**src/rtl/jksr_pkg.sv**
```systemverilog
package jksr_pkg;

  typedef enum logic [1:0] {
    ENT_CLEAR  = 2'b00,
    ENT_KEEP   = 2'b01,
    ENT_INVERT = 2'b10,
    ENT_SET    = 2'b11
  } entry_act_t;

  function automatic entry_act_t decode_entry(input logic j, input logic kn);
    return entry_act_t'({j, kn});
  endfunction

endpackage

```
**src/rtl/jksr_entry.sv**
```systemverilog
module jksr_entry
  import jksr_pkg::*;
(
  input  logic j,
  input  logic kn,
  input  logic cur,
  output logic nxt
);
  entry_act_t act;

  always_comb begin
    act = decode_entry(j, kn);
    unique case (act)
      ENT_CLEAR:  nxt = 1'b0;
      ENT_KEEP:   nxt = cur;
      ENT_INVERT: nxt = ~cur;
      ENT_SET:    nxt = 1'b1;
      default:    nxt = 1'b0;
    endcase
  end
endmodule

```
**src/rtl/jksr_cell.sv**
```systemverilog
module jksr_cell (
  input  logic clk,
  input  logic clr_n,
  input  logic load_n,
  input  logic shift_in,
  input  logic par_in,
  output logic q
);
  always_ff @(posedge clk or negedge clr_n) begin
    if (!clr_n) q <= 1'b0;
    else        q <= load_n ? shift_in : par_in;
  end

  AST_CELL_LOAD: assert property (@(posedge clk) disable iff (!clr_n)
    !load_n |=> q == $past(par_in));
endmodule

```
**src/rtl/jk_shift_reg.sv**
```systemverilog
module jk_shift_reg #(
  parameter int WIDTH = 4
) (
  input  logic             clk,
  input  logic             clr_n,
  input  logic             load_n,
  input  logic             set_j,
  input  logic             keep_kn,
  input  logic [WIDTH-1:0] par,
  output logic [WIDTH-1:0] q,
  output logic             q_last_n
);
  localparam int TOP = WIDTH - 1;

  logic [WIDTH-1:0] shift_src;
  logic             entry_nxt;

  jksr_entry u_entry (
    .j   (set_j),
    .kn  (keep_kn),
    .cur (q[0]),
    .nxt (entry_nxt)
  );

  for (genvar i = 0; i < WIDTH; i++) begin : g_stage
    if (i == 0) begin : g_head
      assign shift_src[i] = entry_nxt;
    end else begin : g_body
      assign shift_src[i] = q[i-1];
      AST_SHIFT_MOVE: assert property (@(posedge clk) disable iff (!clr_n)
        load_n |=> q[i] == $past(q[i-1]));
    end
    jksr_cell u_cell (
      .clk      (clk),
      .clr_n    (clr_n),
      .load_n   (load_n),
      .shift_in (shift_src[i]),
      .par_in   (par[i]),
      .q        (q[i])
    );
  end

  assign q_last_n = ~q[TOP];

  AST_ENTRY_CLEAR: assert property (@(posedge clk) disable iff (!clr_n)
    (load_n && !set_j && !keep_kn) |=> !q[0]);
  AST_ENTRY_KEEP: assert property (@(posedge clk) disable iff (!clr_n)
    (load_n && !set_j && keep_kn) |=> $stable(q[0]));
  AST_ENTRY_INVERT: assert property (@(posedge clk) disable iff (!clr_n)
    (load_n && set_j && !keep_kn) |=> q[0] != $past(q[0]));
  AST_ENTRY_SET: assert property (@(posedge clk) disable iff (!clr_n)
    (load_n && set_j && keep_kn) |=> q[0]);
  AST_CLEAR_HOLDS: assert property (@(posedge clk)
    !clr_n |-> q == '0);
endmodule

```
**config.mk**
```make
export PLATFORM = sky130hd
export DESIGN_NAME = jk_shift_reg
export DESIGN_NICKNAME = d
export VERILOG_FILES = /design/src/rtl/jksr_pkg.sv /design/src/rtl/jksr_entry.sv /design/src/rtl/jksr_cell.sv /design/src/rtl/jk_shift_reg.sv
export SDC_FILE = /design/constraint.sdc
export NUM_CORES = 1
export LEC_CHECK = 0
export BUFFER_PORTS_ARGS = -buffer_cell sky130_fd_sc_hd__buf_2
export CORE_AREA = 2 2 39 41
export DETAILED_ROUTE_END_ITERATION = 12
export DIE_AREA = 0 0 41 43
export SLEW_MARGIN = 20
export SYNTH_ARGS = -nofsm -noshare
export SYNTH_HDL_FRONTEND = slang
export SYNTH_SLANG_ARGS = --single-unit
```
**constraint.sdc**
```tcl
create_clock -name clk -period 1.02 [get_ports clk]
set_input_delay 0.051 -clock clk [delete_from_list [all_inputs] [get_ports clk]]
set_output_delay 0.051 -clock clk [all_outputs]
set_load 0.03 [all_outputs]
```
---- Word level (Yosys, flattened, before mapping) ----
Cells that the tools add are included.
cells by class
  equality and inequality tests ........... 4
  muxes and demuxes ....................... 5
  bitwise operators ....................... 2
  reduce and logical (&&, ||, !) cells .... 1
operators by type and width
  cell                                           number
  == test 2 bit, second input constant           2
  two-way mux 1 bit                              4
  case mux 1 bit (3 select lines)                1
  == test 2 x 1 -> 1 bit, second input constant  1
  logical NOT 2 bit                              1
  inequality test 2 bit, second input constant   1
  NOT 1 bit                                      2
storage, ports and cells
  bits in registers ....................... 4
  input port bits ......................... 9
  output and inout bits ................... 5
  word-level logic and storage cells ...... 16

---- Longest topological paths before layout ----
  word-level depth ........................ 3
  mapped depth ............................ 2
  mapped depth without buffers ............ 2

---- Hierarchy ----
Synthesis repeated with hierarchy kept, for this count alone.
unflattened totals
  cells, all modules ...................... 10
  area, all modules ....................... 178.9 µm²
by module, submodules not included
  module        instances  cells each  area an instance (µm²)  sequential area each (µm²)
  jksr_cell     4          2           40.0                    25.0
  jksr_entry    1          1           15.0                    0.0
  jk_shift_reg  1          1           3.8                     0.0

---- Least setup slack after synthesis ----
Ideal clock, no wire load.
  kind .................................... reg2reg
  start ................................... register g_stage[0].u_cell.q
  end ..................................... register g_stage[1].u_cell.q
  setup time .............................. 0.125 ns
  data arrival time ....................... 0.627 ns
  required time ........................... 0.895 ns
  path slack .............................. 0.269 ns
  cell stages (with the launch flop) ...... 2
  path buffers ............................ 0
  clock period less this slack ............ 0.751 ns
  path through ............................ dfrtp_1 -> mux2_2
on the way
  word-level cells in the longest chain between the ends .. 1
ends and longest elaborated chain
  element                 line             source
  from (decl)             jksr_cell.sv:7   output logic q
  from (signal assigned)  jksr_cell.sv:11  else q <= load_n ? shift_in : par_in;
  two-way mux 1 bit       jksr_cell.sv:11
  to (signal assigned)    jksr_cell.sv:11
  to (decl)               jksr_cell.sv:7
No other way between the ends.
A chain may end at the register's enable or synchronous reset.

---- Final worst setup path ----
  start ................................... register g_stage[3].u_cell.q
  end ..................................... output q_last_n
on the way
  word-level cells in the longest chain between the ends .. 1
ends and longest elaborated chain
  element                 line                source
  from (decl)             jksr_cell.sv:7
  from (signal assigned)  jksr_cell.sv:11
  NOT 1 bit               jk_shift_reg.sv:43  assign q_last_n = ~q[TOP];
  to (decl)               jk_shift_reg.sv:11  output logic q_last_n
No other way between the ends.

==> run summary <==
Largest Register: g_stage.u_cell.q
Max stage delay on crit path: 0.37 ns
TritonRoute pass-1 iters: 2
Post-Route WL: 439 µm
# setup viols final: 0
Sequential Power Share: 37.9%
Setup crit start kind: flop
IO Count: 14
Post-Synthesis Cells: 15
Unique cell type count in the Yosys netlist: 7
CTS tree: done
Layout cell share with drive strength beyond 1: 67.9%
Hold Path Class: in2reg
P_int: 348 µW
Critical-path maximum fanout: 2
Vias: 148
Clk_skew: 0.00227 ns
Critical Path RT: 0.97 ns
CP max-delay cell: dfrtp_1
Max reg flops: 4
ANT nets after route: 0
All-Layer GR Usage: 7.45%
Port Buffers: 13
Worst hold margin: 0.0550 ns
Worst IR Drop VDD: 0.000344 V
Crit Path Class: reg2out
Final Hold Fails: 0
# fillers: 151
Htree depth: 1
Initial DRC count: 1
Fmax: 1130 MHz
FF+latch area: 100 µm²
CTS Buf Count: 3
Final core utilization: 19.8%
Crit-path cells: inv_1 > buf_2
Cell leakage power: 0.000141 µW
Endpoint class of the critical path: output pin
Initial Utilization: 13.5%
Drt drc: 0
Clk_lat worst skew: 0.23 ns
Biggest registers after layout: g_stage.u_cell.q x4
Initial antenna violation count: 0
Die Height: 43 µm
Min Tclk post-route: 0.883 ns
Clk pwr share: 40.2%
Worst-path clk slew: 0.04 ns
FF+latch count, synth: 4
Post-Syn Nets: 24
Vias per cell: 3.36
Unrepaired setup endpoints after global routing: no
Antenna diode count: 0
Core Footprint: 1380 µm²
DR WL/cell: 9.98 µm
CTS Buffer Depth: 2
Root buffer cell: clkbuf_4
Worst-margin pin slew: 0.123 ns
Number of warning messages in the yosys log: 0
Gp weighted congestion: 0.642
Post-DP HPWL: 356 µm
First-pass GRT wire length: 765 µm
Number of global-route vias before repair: 182
Sw Pwr: 137 µW
Area grow syn2layout: 47.0%
Postcts setup bufs: 0
Synthesized area: 186 µm²
Relative slew slack: 91.6%
Area of the multi-input gates: 52.6 µm²
Largest net degree at the start of global routing: 6
Pins over their slew limit: 0
Overflow after GRT: 0
Average cell area after synthesis: 12.4 µm²
Row cnt: 14
Die area: 1760 µm²
Status: completed
Combinational power share: 21.9%
Setup TNS: 0 ns
Chip width: 41 µm
Nets: 39
Power per cell area: 1770 nW/µm²
Maxcap violations: 0
Clk sinks: 4
CP bufs+invs: 2
Worst path top cell family by delay: flip-flops
Final Cycle Share: 86.6%
Sequential-to-total area share from yosys stat: 53.7%
WP data arrival: 0.83 ns
Sw Ratio: 28.2%
## cell type report
class	instances	share of cell area (%)
inverters	1	1.37
multi-input cells	6	19.2
repair buffers	14	27.4
well taps	16	7.31
flip-flops and latches	4	36.5
clock buffers	3	8.22
## per-layer routing
layer,vias to the layer above,global-route usage [%],part of all wire [%]
met5,-,0,0
met4,0,10.0,0
met3,0,3.66,18
met2,14,7.50,36
met1,61,9.09,46
li1,73,-,-
## power groups by stage
stage                     logic [µW]  registers (µW)  clock network [µW]
after detailed placement         104             186                   0
after global routing             117             186                 217
final                            106             184                 195
after global placement           103             185                   0
after floorplan                 84.1             184                   0
after CTS                        107             184                 211
## through the flow
stage	setup WS [ns]	instance area, µm²	std cells	power [µW]
final	0.137	274	44	485
after global routing	0.0635	274	44	520
after CTS	0.116	274	44	502
after detailed placement	0.249	241	40	291
after global placement	0.264	241	40	288
after floorplan	0.269	186	15	268
## logic make-up (layout without fill, tap and decap cells)
kind of cell           Yosys count  in the layout  share of synthesized area (%)
buffers and inverters            5             18                           18.1
AND/OR/NAND/NOR                  1              1                           2.01
AO/OA/AOI/OAI                    1              1                           2.68
multiplexers                     4              4                           23.5
flip-flops                       4              4                           53.7
## synth_stat cells
master	n	area, µm²
buf_4	4	30.0
dfrtp_1	4	100
mux2_2	3	33.8
a21oi_1	1	5.00
inv_1	1	3.75
mux2i_1	1	10.0
nor2_1	1	3.75
## cells in the final DEF, fill, tap and decap left out
cell type      count
a21oi_1            1
buf_2             13
clkbuf_4           3
dfrtp_1            4
dlygate4sd3_1      1
inv_1              1
mux2_2             3
mux2i_1            1
nor2_1             1
## worst paths after layout
kind | startpoint | endpoint | slack [ns] | cells after the start
min reg2reg | g_stage[2].u_cell.q$_DFF_PN0_ | g_stage[3].u_cell.q$_DFF_PN0_ | 0.50 | 1
max | g_stage[3].u_cell.q$_DFF_PN0_ | q_last_n | 0.14 | 2
min | par[1] | g_stage[1].u_cell.q$_DFF_PN0_ | 0.05 | 2
max reg2reg | g_stage[0].u_cell.q$_DFFE_PN0P_ | g_stage[1].u_cell.q$_DFF_PN0_ | 0.25 | 1
min in group asynchronous | clr_n | g_stage[1].u_cell.q$_DFF_PN0_ | 0.17 | 2
max in group asynchronous | clr_n | g_stage[0].u_cell.q$_DFFE_PN0P_ | 0.73 | 2
## timing repair
action	CTS	global route
hold endpoints to repair	4	0
resized for setup	0	0
hold buffers	1	0
Power figures use the tool's default switching activity.
